`config.mk`:
```
export PLATFORM = sky130hd
export DESIGN_NAME = csr_ctl_unit
export DESIGN_NICKNAME = d
export VERILOG_FILES = /design/src/rtl/csr_ctl_pkg.sv /design/src/rtl/csr_ie_reg.sv /design/src/rtl/csr_cycle_ctr.sv /design/src/rtl/csr_addr_bank.sv /design/src/rtl/csr_ctl_unit.sv
export SDC_FILE = /design/constraint.sdc
export NUM_CORES = 1
export LEC_CHECK = 0
export BUFFER_PORTS_ARGS = -buffer_cell sky130_fd_sc_hd__buf_2
export CORE_AREA = 2 2 226 228
export DETAILED_ROUTE_END_ITERATION = 8
export DIE_AREA = 0 0 228 230
export MAX_ROUTING_LAYER = met4
export SYNTH_ARGS = -nofsm -noshare
export SYNTH_HDL_FRONTEND = slang
export SYNTH_SLANG_ARGS = --single-unit
```
`constraint.sdc`:
```
create_clock -name clk -period 4.1 [get_ports clk]
set_clock_uncertainty 0.1 [all_clocks]
set_input_delay 0.615 -clock clk [delete_from_list [all_inputs] [get_ports clk]]
set_output_delay 0.615 -clock clk [all_outputs]
set_load 0.03 [all_outputs]
```
`src/rtl/csr_ctl_pkg.sv`:
```
package csr_ctl_pkg;
    localparam int DATA_W = 32;
    localparam int IDX_W  = 5;

    localparam logic [IDX_W-1:0] IDX_IE    = 5'd0;
    localparam logic [IDX_W-1:0] IDX_MASK  = 5'd1;
    localparam logic [IDX_W-1:0] IDX_PEND  = 5'd2;
    localparam logic [IDX_W-1:0] IDX_ICTL  = 5'd3;
    localparam logic [IDX_W-1:0] IDX_DCTL  = 5'd4;
    localparam logic [IDX_W-1:0] IDX_CYC   = 5'd5;
    localparam logic [IDX_W-1:0] IDX_CFG   = 5'd6;
    localparam logic [IDX_W-1:0] IDX_EBASE = 5'd7;
    localparam logic [IDX_W-1:0] IDX_DCTRL = 5'd8;
    localparam logic [IDX_W-1:0] IDX_DBASE = 5'd9;
    localparam logic [IDX_W-1:0] IDX_DTX   = 5'd14;
    localparam logic [IDX_W-1:0] IDX_DRX   = 5'd15;

    localparam logic [IDX_W-1:0] TRAP_SYSCALL = 5'd7;
    localparam logic [IDX_W-1:0] TRAP_BREAK   = 5'd2;

    typedef enum logic [1:0] {
        RSP_IDLE  = 2'd0,
        RSP_RDATA = 2'd1,
        RSP_WACK  = 2'd2,
        RSP_FAULT = 2'd3
    } rsp_state_e;

    typedef struct packed {
        logic can_rd;
        logic can_wr;
        logic is_bp;
        logic is_wp;
    } slot_class_t;

    function automatic slot_class_t classify(input logic [IDX_W-1:0] idx);
        slot_class_t c;
        c = '0;
        case (idx)
            IDX_IE, IDX_MASK, IDX_PEND, IDX_EBASE,
            IDX_DCTRL, IDX_DBASE, IDX_DTX, IDX_DRX: begin
                c.can_rd = 1'b1;
                c.can_wr = 1'b1;
            end
            IDX_ICTL, IDX_DCTL: c.can_wr = 1'b1;
            IDX_CYC, IDX_CFG:   c.can_rd = 1'b1;
            5'd16, 5'd17, 5'd18, 5'd19: begin
                c.can_wr = 1'b1;
                c.is_bp  = 1'b1;
            end
            5'd24, 5'd25, 5'd26, 5'd27: begin
                c.can_wr = 1'b1;
                c.is_wp  = 1'b1;
            end
            default: c = '0;
        endcase
        return c;
    endfunction
endpackage

```
`src/rtl/csr_ie_reg.sv`:
```
module csr_ie_reg (
    input  logic       clk,
    input  logic       rst_n,
    input  logic       exc_enter,
    input  logic       brk_enter,
    input  logic       exc_return,
    input  logic       brk_return,
    input  logic       wr_en,
    input  logic [2:0] wr_bits,
    output logic [2:0] ie_q
);
    // bit 0 global, bit 1 exception-saved, bit 2 break-saved
    always_ff @(posedge clk) begin
        if (!rst_n) begin
            ie_q <= 3'b000;
        end else if (exc_enter) begin
            ie_q <= {ie_q[2], ie_q[0], 1'b0};
        end else if (brk_enter) begin
            ie_q <= {ie_q[0], ie_q[1], 1'b0};
        end else if (exc_return) begin
            ie_q[0] <= ie_q[1];
        end else if (brk_return) begin
            ie_q[0] <= ie_q[2];
        end else if (wr_en) begin
            ie_q <= wr_bits;
        end
    end
endmodule

```
`src/rtl/csr_cycle_ctr.sv`:
```
module csr_cycle_ctr #(
    parameter int W = 32
) (
    input  logic         clk,
    input  logic         rst_n,
    output logic [W-1:0] count
);
    always_ff @(posedge clk) begin
        if (!rst_n) count <= '0;
        else        count <= count + 1'b1;
    end
endmodule

```
`src/rtl/csr_addr_bank.sv`:
```
module csr_addr_bank #(
    parameter int N = 4,
    parameter int W = 32
) (
    input  logic           clk,
    input  logic           rst_n,
    input  logic           we,
    input  logic [1:0]     sel,
    input  logic [W-1:0]   wdata,
    output logic [N*W-1:0] q
);
    for (genvar i = 0; i < N; i++) begin : g_slot
        logic [W-1:0] slot_q;
        always_ff @(posedge clk) begin
            if (!rst_n)                    slot_q <= '0;
            else if (we && sel == 2'(i))   slot_q <= wdata;
        end
        assign q[i*W +: W] = slot_q;
    end
endmodule

```
`src/rtl/csr_ctl_unit.sv`:
```
module csr_ctl_unit
    import csr_ctl_pkg::*;
#(
    parameter int          NUM_BP   = 2,
    parameter int          NUM_WP   = 3,
    parameter logic [31:0] CFG_WORD = 32'h00A5_0C31
) (
    input  logic                     clk,
    input  logic                     rst_n,
    input  logic                     req_rd,
    input  logic                     req_wr,
    input  logic [4:0]               req_idx,
    input  logic [31:0]              req_wdata,
    output logic                     rsp_valid,
    output logic                     rsp_illegal,
    output logic [31:0]              rsp_rdata,
    input  logic                     exc_enter,
    input  logic                     brk_enter,
    input  logic                     exc_return,
    input  logic                     brk_return,
    output logic [2:0]               ie_state,
    output logic                     irq_recheck,
    input  logic [31:0]              ext_mask_q,
    input  logic [31:0]              ext_pend_q,
    input  logic [31:0]              dbg_tx_q,
    input  logic [31:0]              dbg_rx_q,
    output logic                     mask_we,
    output logic                     pend_we,
    output logic                     dbg_tx_we,
    output logic                     dbg_rx_we,
    output logic [31:0]              ext_wdata,
    output logic [31:0]              eba_q,
    output logic [31:0]              deba_q,
    output logic [31:0]              dbgctl_q,
    output logic [NUM_BP*32-1:0]     bp_addr,
    output logic [NUM_WP*32-1:0]     wp_addr,
    input  logic                     trap_req,
    input  logic [4:0]               trap_code,
    input  logic [31:0]              trap_pc,
    output logic                     trap_take,
    output logic                     trap_is_brk,
    output logic                     trap_bad,
    output logic [31:0]              trap_epc
);
    localparam int DW = DATA_W;

    rsp_state_e  state_q, state_d;
    slot_class_t cls;
    logic [1:0]  unit;
    logic        unit_ok;
    logic        rd_ok, wr_act, wr_ok;
    logic [DW-1:0] rd_mux, cyc;
    logic [DW-1:0] rdata_q;
    logic [2:0]  ie_q;

    // ---------------- decode ----------------
    always_comb begin
        cls     = classify(req_idx);
        unit    = req_idx[1:0];
        unit_ok = 1'b1;
        if (cls.is_bp && int'(unit) >= NUM_BP) unit_ok = 1'b0;
        if (cls.is_wp && int'(unit) >= NUM_WP) unit_ok = 1'b0;
        rd_ok  = req_rd && cls.can_rd;
        wr_act = req_wr && !req_rd;
        wr_ok  = wr_act && cls.can_wr && unit_ok;
    end

    // ---------------- response state machine ----------------
    always_comb begin
        if (req_rd)      state_d = rd_ok ? RSP_RDATA : RSP_FAULT;
        else if (req_wr) state_d = wr_ok ? RSP_WACK  : RSP_FAULT;
        else             state_d = RSP_IDLE;
    end

    always_ff @(posedge clk) begin
        if (!rst_n) state_q <= RSP_IDLE;
        else        state_q <= state_d;
    end

    always_comb begin
        unique case (state_q)
            RSP_IDLE: begin
                rsp_valid   = 1'b0;
                rsp_illegal = 1'b0;
                rsp_rdata   = '0;
            end
            RSP_RDATA: begin
                rsp_valid   = 1'b1;
                rsp_illegal = 1'b0;
                rsp_rdata   = rdata_q;
            end
            RSP_WACK: begin
                rsp_valid   = 1'b1;
                rsp_illegal = 1'b0;
                rsp_rdata   = '0;
            end
            RSP_FAULT: begin
                rsp_valid   = 1'b1;
                rsp_illegal = 1'b1;
                rsp_rdata   = '0;
            end
            default: begin
                rsp_valid   = 1'b0;
                rsp_illegal = 1'b0;
                rsp_rdata   = '0;
            end
        endcase
    end

    // ---------------- read path ----------------
    always_comb begin
        case (req_idx)
            IDX_IE:    rd_mux = {{(DW-3){1'b0}}, ie_q};
            IDX_MASK:  rd_mux = ext_mask_q;
            IDX_PEND:  rd_mux = ext_pend_q;
            IDX_CYC:   rd_mux = cyc;
            IDX_CFG:   rd_mux = CFG_WORD;
            IDX_EBASE: rd_mux = eba_q;
            IDX_DCTRL: rd_mux = dbgctl_q;
            IDX_DBASE: rd_mux = deba_q;
            IDX_DTX:   rd_mux = dbg_tx_q;
            IDX_DRX:   rd_mux = dbg_rx_q;
            default:   rd_mux = '0;
        endcase
    end

    // ---------------- local registers and strobes ----------------
    always_ff @(posedge clk) begin
        if (!rst_n) begin
            rdata_q     <= '0;
            eba_q       <= '0;
            deba_q      <= '0;
            dbgctl_q    <= '0;
            mask_we     <= 1'b0;
            pend_we     <= 1'b0;
            dbg_tx_we   <= 1'b0;
            dbg_rx_we   <= 1'b0;
            ext_wdata   <= '0;
            irq_recheck <= 1'b0;
        end else begin
            rdata_q     <= rd_ok ? rd_mux : '0;
            if (wr_ok && req_idx == IDX_EBASE) eba_q    <= req_wdata;
            if (wr_ok && req_idx == IDX_DBASE) deba_q   <= req_wdata;
            if (wr_ok && req_idx == IDX_DCTRL) dbgctl_q <= req_wdata;
            mask_we     <= wr_ok && req_idx == IDX_MASK;
            pend_we     <= wr_ok && req_idx == IDX_PEND;
            dbg_tx_we   <= wr_ok && req_idx == IDX_DTX;
            dbg_rx_we   <= wr_ok && req_idx == IDX_DRX;
            if (wr_ok) ext_wdata <= req_wdata;
            irq_recheck <= wr_ok && (req_idx == IDX_IE || req_idx == IDX_MASK ||
                                     req_idx == IDX_PEND);
        end
    end

    // ---------------- trap decode ----------------
    always_ff @(posedge clk) begin
        if (!rst_n) begin
            trap_take   <= 1'b0;
            trap_is_brk <= 1'b0;
            trap_bad    <= 1'b0;
            trap_epc    <= '0;
        end else begin
            trap_take   <= trap_req && (trap_code == TRAP_SYSCALL || trap_code == TRAP_BREAK);
            trap_is_brk <= trap_req && trap_code == TRAP_BREAK;
            trap_bad    <= trap_req && trap_code != TRAP_SYSCALL && trap_code != TRAP_BREAK;
            if (trap_req) trap_epc <= trap_pc;
        end
    end

    // ---------------- sub-blocks ----------------
    csr_ie_reg u_ie (
        .clk        (clk),
        .rst_n      (rst_n),
        .exc_enter  (exc_enter),
        .brk_enter  (brk_enter),
        .exc_return (exc_return),
        .brk_return (brk_return),
        .wr_en      (wr_ok && req_idx == IDX_IE),
        .wr_bits    (req_wdata[2:0]),
        .ie_q       (ie_q)
    );
    assign ie_state = ie_q;

    csr_cycle_ctr #(.W(DW)) u_cyc (
        .clk   (clk),
        .rst_n (rst_n),
        .count (cyc)
    );

    csr_addr_bank #(.N(NUM_BP), .W(DW)) u_bp (
        .clk   (clk),
        .rst_n (rst_n),
        .we    (wr_ok && cls.is_bp),
        .sel   (unit),
        .wdata (req_wdata),
        .q     (bp_addr)
    );

    csr_addr_bank #(.N(NUM_WP), .W(DW)) u_wp (
        .clk   (clk),
        .rst_n (rst_n),
        .we    (wr_ok && cls.is_wp),
        .sel   (unit),
        .wdata (req_wdata),
        .q     (wp_addr)
    );
endmodule

```
# Word-level counts from Yosys, hierarchy flattened
# Index checks and enable logic that the tools add are counted.
# classes
add_sub_neg	1
order_cmp	2
eq_ne	33
mux	21
bitwise	2
n_reduce_logical	47
# op_table
op	n
case mux 32 bit (10 select lines)	1
case mux 32 bit (2 select lines)	1
equality test 5 bit, second input constant	8
adder 32 x 1 -> 32 bit, second input constant	1
logical AND 1 bit	26
equality test 5 x 3 -> 1 bit, second input constant	5
equality test 5 x 4 -> 1 bit, second input constant	4
OR reduction 18 bit	1
equality test 5 x 2 -> 1 bit, second input constant	3
2-to-1 mux 2 bit	6
OR reduction 3 bit	4
!= test 2 bit, second input constant	5
OR reduction 10 bit	1
2-to-1 mux 1 bit	9
AND reduction 4 bit	2
OR reduction 4 bit	2
equality test 2 bit, second input constant	3
2-to-1 mux 3 bit	2
equality test 5 x 1 -> 1 bit, second input constant	1
logical NOT 5 bit	1
!= test 5 x 2 -> 1 bit, second input constant	1
!= test 5 x 3 -> 1 bit, second input constant	1
equality test 2 x 1 -> 1 bit, second input constant	2
greater-or-equal comparator 2 bit, second input constant	2
other kinds (8)	14
# word_totals
reg_bits	397
out_inout_bits	365
wordCells	130

# Longest topological paths before layout
# logic_depth
word_depth	13
depth_mapped	8
mapped_depth_nobuf	5

# Modules after synthesis
# Synthesis repeated with hierarchy kept, for this count alone.
# hier_totals
hier_cells	1812
area_unflattened_um2	17255.3
# modules_own_cells
mod	n_inst	cells_each	area_each_um2	seq_area_each_um2
csr_ctl_unit	1	1029	9481.6	4043.9
csr_addr_bank at u_wp	1	349	3639.7	1921.8
csr_addr_bank at u_bp	1	245	2478.6	1281.2
csr_cycle_ctr	1	168	1466.4	640.6
csr_ie_reg	1	21	188.9	60.1

# Worst setup path before layout
# No wires, ideal clock.
# synth_timing
kind	input -> register
startpoint	in req_idx[1]
endpoint	reg deba_q[15]
arrival_time_ns	1.990
required_time_ns	3.868
slack_ns	1.878
path_stages	8
cell_sequence	buf_2 -> or4b_1 -> buf_2 -> or2_1 -> buf_2 -> buf_6 -> nand2_1 -> a21oi_1
# synth_between
elab_chain_len	8
elab_cells_between_ends	33
cone_classes	order compare: 2; eq/ne: 17; mux: 5; reduce/logical: 9
# synth_lines
item	line	source
start: declaration	csr_ctl_unit.sv:12	input logic [4:0] req_idx,
equality test 5 bit	csr_ctl_pkg.sv:38	case (idx)
OR reduction 4 bit	--	
2-to-1 mux 1 bit	csr_ctl_pkg.sv:38	
logical AND 1 bit	csr_ctl_unit.sv:61	if (cls.is_bp && int'(unit) >= NUM_BP) unit_ok = 1'b0;
2-to-1 mux 1 bit	csr_ctl_unit.sv:61	
2-to-1 mux 1 bit	csr_ctl_unit.sv:62	if (cls.is_wp && int'(unit) >= NUM_WP) unit_ok = 1'b0;
logical AND 1 bit	csr_ctl_unit.sv:65	wr_ok = wr_act && cls.can_wr && unit_ok;
logical AND 1 bit (*)	csr_ctl_unit.sv:143	if (wr_ok && req_idx == IDX_DBASE) deba_q <= req_wdata;
end signal: assignment	csr_ctl_unit.sv:143	
end: declaration	csr_ctl_unit.sv:33	output logic [31:0] deba_q,
# Every way passes the cells marked *; elsewhere a longest branch is shown, timed or not.
# A chain may end at the register's enable or synchronous reset.

# Worst setup path in the final report
# layout_timing
startpoint	in req_idx[3]
endpoint	reg rdata_q[7]
# layout_between
elab_chain_len	5
elab_cells_between_ends	15
cone_classes	eq/ne: 9; mux: 2; reduce/logical: 4
# layout_lines
item	line	source
equality test 5 x 3 -> 1 bit (tied with other cells)	csr_ctl_pkg.sv:38, csr_ctl_unit.sv:112	
OR reduction 10 bit (no line)	--	
2-to-1 mux 1 bit	csr_ctl_pkg.sv:38	
logical AND 1 bit	csr_ctl_unit.sv:63	rd_ok = req_rd && cls.can_rd;
AND reduction 2 bit (no line)	--	
end signal: assignment	csr_ctl_unit.sv:141	rdata_q <= rd_ok ? rd_mux : '0;
end: declaration	csr_ctl_unit.sv:53	logic [DW-1:0] rdata_q;
# Several ways; a longest one is shown, not always the timed one.

==> run summary <==
CTS H-tree depth - 2
P_sw - 2.374 mW
Post-route minimum period - 2.922 ns
Routability Congestion - 0.9907
Nets - 2794
Initial antenna violation count - 10
Filler instances - 5030
DR vias/cell - 5.538
# rows - 82
Critical-path top delay cell - a2111oi_0
Maximum fanout along the worst path - 28
Post-synthesis sequential area ratio - 46.85%
Max-Cap Viols - 0
Ports - 576
Synth area leaders - dfxtp_1, nand2_1, a21oi_1
Clk slew on worst S/H paths - 0.06 ns
First-pass GRT wire length - 117800 um
Worst Path Required - 4.42 ns
Leakage power - 9.153 nW
Tcrit/Tclk final - 71.27%
Clk buf depth - 3
Mapped Nets - 2332
Peak supply drop - 330.3 uV
Critical path, cell by cell - buf_2 > or4b_1 > nor2_8 > a2111oi_0 > buf_4 > a31oi_1
Yosys top cell by area - dfxtp_1
Delay-heaviest family, CP - compound AO/OA/AOI/OAI gates
Final setup viols - 0
Post-Syn Instances - 2120
Least-Margin Pin Slew - 1.361 ns
Routed wire per std cell - 25.26 um
Core Region - 0.04986 sq mm
Achievable Freq - 342.2 MHz
R2r setup slk - 1.76 ns
Final Max Slew Viols - 0
Initial Util - 34.02%
CP max stage delay - 1.20 ns
Share of cells above drive strength 1 - 27.77%
GRT Total Usage - 31.14%
RR Endpoint - rdata_q[7]
Root buffer cell - clkbuf_16
Yosys reg bits - 397
Rel. slew slack - 6.889%
Status - completed
Buffers plus inverters on the worst setup path - 2
Initial DRC count - 1867
Synthesis Warnings - 0
Mean post-synth cell area - 8.001 sq um
Post-CTS Hold Fix Bufs - 0
Crit. path cell count - 6
Die height - 230 um
Worst skew pair latency - 0.59 ns
HP Class - in -> reg
Worst setup endpoint - rdata_q[7]
IO Port Bufs - 575
Crit path from - req_idx[3]
Finished Core Util - 43.77%
Pre-CTS setup slack - 0.6373 ns
Layout overhead on the synthesized area - 28.66%
Worst setup EP type - register
CTS tree - yes
Combinational share of power - 8.6%
Worst Setup Start Kind - input pin
Die W - 228 um
Post-synth ARST share - 0%
Sink Count - 397
Post-CTS resize count - 0
Sw frac - 25.60%
Largest net degree at the start of global routing - 167
Top FF cell, synth - dfxtp_1
Mapped cell area - 0.01696 sq mm
Reg2Reg Depth - 4
Die ar. - 0.05244 sq mm
Routed vias - 18.25k
Setup WS post-layout - 1.178 ns
RSZ-0062 raised after global routing - no
Area share of the largest cell type after synthesis - 46.85%
DP HPWL - 59800 um
Crit path arrival time - 3.24 ns
Drt pass-1 iters - 5
Detail Route Antenna Nets - 0
Pint - 6.901 mW
Vias in the first global route - 17.06k
Post-synth cell types - 67
Total CTS buffers - 47
Setup TNS - 0 ns
Gr ovfl total - 0
DRC - 0
Post-CTS Setup Inserts - 0
Number of flops mapped to enable cells by yosys - 0
Final Hold Viols - 0
Clock share of power - 48.7%
Final WL - 83240 um
Pwr Density - 425.0 mW/mm^2
WS Path Type - in -> reg
Share of power burned in registers - 42.7%
Reg-to-Reg Start - u_cyc.count[7]
state kept, by name, indices dropped and copies added, names as in the netlist:
| signal | count |
|---|---|
| pend_we | 1 |
| eba_q | 32 |
| trap_bad | 1 |
| deba_q | 32 |
| dbgctl_q | 32 |
| dbg_rx_we | 1 |
| u_bp.g_slot.slot_q | 64 |
| irq_recheck | 1 |
| trap_take | 1 |
| u_ie.ie_q | 3 |
| u_wp.g_slot.slot_q | 96 |
| rdata_q | 32 |
| mask_we | 1 |
| u_cyc.count | 32 |
| state_q | 2 |
| trap_epc | 32 |
| ext_wdata | 32 |
| trap_is_brk | 1 |
| dbg_tx_we | 1 |
per-stage QoR:
stage          power (mW)  std cells  area, sq um  hold slack [ns]
2_1_floorplan       4.473       2120        16960           0.3369
3_3_place_gp        4.828       3205        20170           0.3399
3_5_place_dp        4.837       3205        20170           0.3435
4_1_cts             9.335       3290        21810          0.09665
5_1_grt             9.528       3295        21820           0.1090
6_report            9.275       3295        21820           0.1165
worst register-to-register path: cells and delay by family, from the launching register on:
family | cells | cell delay [ns]
buf+inv | 1 | 0.26
simple gates | 1 | 0.26
compound gates | 2 | 1.14
flops | 1 | 0.42
power by group through the flow:
stage | combinational [mW] | clock (mW) | sequential (mW)
4_1_cts | 0.796 | 4.58 | 3.96
3_3_place_gp | 0.788 | 0 | 4.04
2_1_floorplan | 0.328 | 0 | 4.15
5_1_grt | 0.841 | 4.72 | 3.96
3_5_place_dp | 0.795 | 0 | 4.04
6_report | 0.802 | 4.51 | 3.96
cell usage after synthesis (8+ instances only):
cell	instances
nor2b_1	8
a2111oi_0	23
inv_1	8
a22oi_1	63
a21oi_1	277
buf_6	10
xor2_1	9
or4_1	10
dfxtp_1	397
o21ai_0	44
nor3_1	40
and3_1	72
o31ai_1	10
nand3_1	46
nor2_1	56
nand2_1	574
and2_1	75
mux2i_1	39
a31oi_1	25
a311o_1	32
buf_2	45
nand4_1	9
clkbuf_1	140
cell usage in the layout, fill, tap and decap left out, types with 6 or more instances in the layout:
cell       instances
a2111oi_0         23
a21oi_1          277
a222oi_1           7
a22oi_1           63
a311o_1           32
a31oi_1           25
and2_1            75
and3_1            72
and4_1             7
buf_2            575
buf_4             43
bufinv_16          8
clkbuf_1          13
clkbuf_16         47
clkbuf_8           7
dfxtp_1          397
inv_1              7
mux2i_1           39
nand2_1          574
nand2b_1           7
nand3_1           46
nand4_1            9
nor2_1            52
nor2_2             9
nor2b_1            6
nor3_1            38
o21ai_0           44
o31ai_1           10
or4_1             10
xor2_1             9
metal layers:
| metal | up-vias | global-route usage [%] | wire, um |
|---|---|---|---|
| met5 | - | - | 0 |
| met3 | 152 | 6.349 | 7462 |
| met4 | 0 | 12.68 | 3310 |
| li1 | 8274 | - | - |
| met2 | 996 | 48.32 | 38140 |
| met1 | 8825 | 39.64 | 34330 |
final cells by class:
class                           instances  area, sq um  share of cell area [%]
Clock buffer                           67         1321                   6.054
Antenna cell                            5        12.51                 0.05733
Sequential cell                       397         7948                   36.42
Tap cell                              672        840.8                   3.853
Inverter                                8        37.54                  0.1720
Multi-Input combinational cell       1508         8103                   37.13
Clock inverter                         18        321.6                   1.473
Timing Repair Buffer                  620         3241                   14.85
worst min-delay path by stage:
| stage | from | endpoint | slack (ns) | depth (start not counted) |
|---|---|---|---|---|
| detailed placement | u_wp.g_slot[2].slot_q[31] | u_wp.g_slot[2].slot_q[31] | 0.34 | 2 |
| global placement | u_wp.g_slot[0].slot_q[21] | u_wp.g_slot[0].slot_q[21] | 0.34 | 2 |
| floorplan | u_cyc.count[0] | u_cyc.count[0] | 0.34 | 1 |
| global route | trap_code[0] | trap_is_brk | 0.11 | 2 |
| finish | trap_code[0] | trap_is_brk | 0.12 | 2 |
| CTS | trap_code[0] | trap_is_brk | 0.1 | 2 |
cell families after synthesis:
kind of cell,after synthesis,synth area share (%)
buffers and inverters,215,5.672
muxes,39,2.301
xor gates and xnor gates,12,0.6197
AOI/OAI and AO/OA,512,18.88
adders and majority gates,1,0.07375
and+or+nand+nor,944,25.60
DFF,397,46.85
Power figures use the tool's default switching activity.
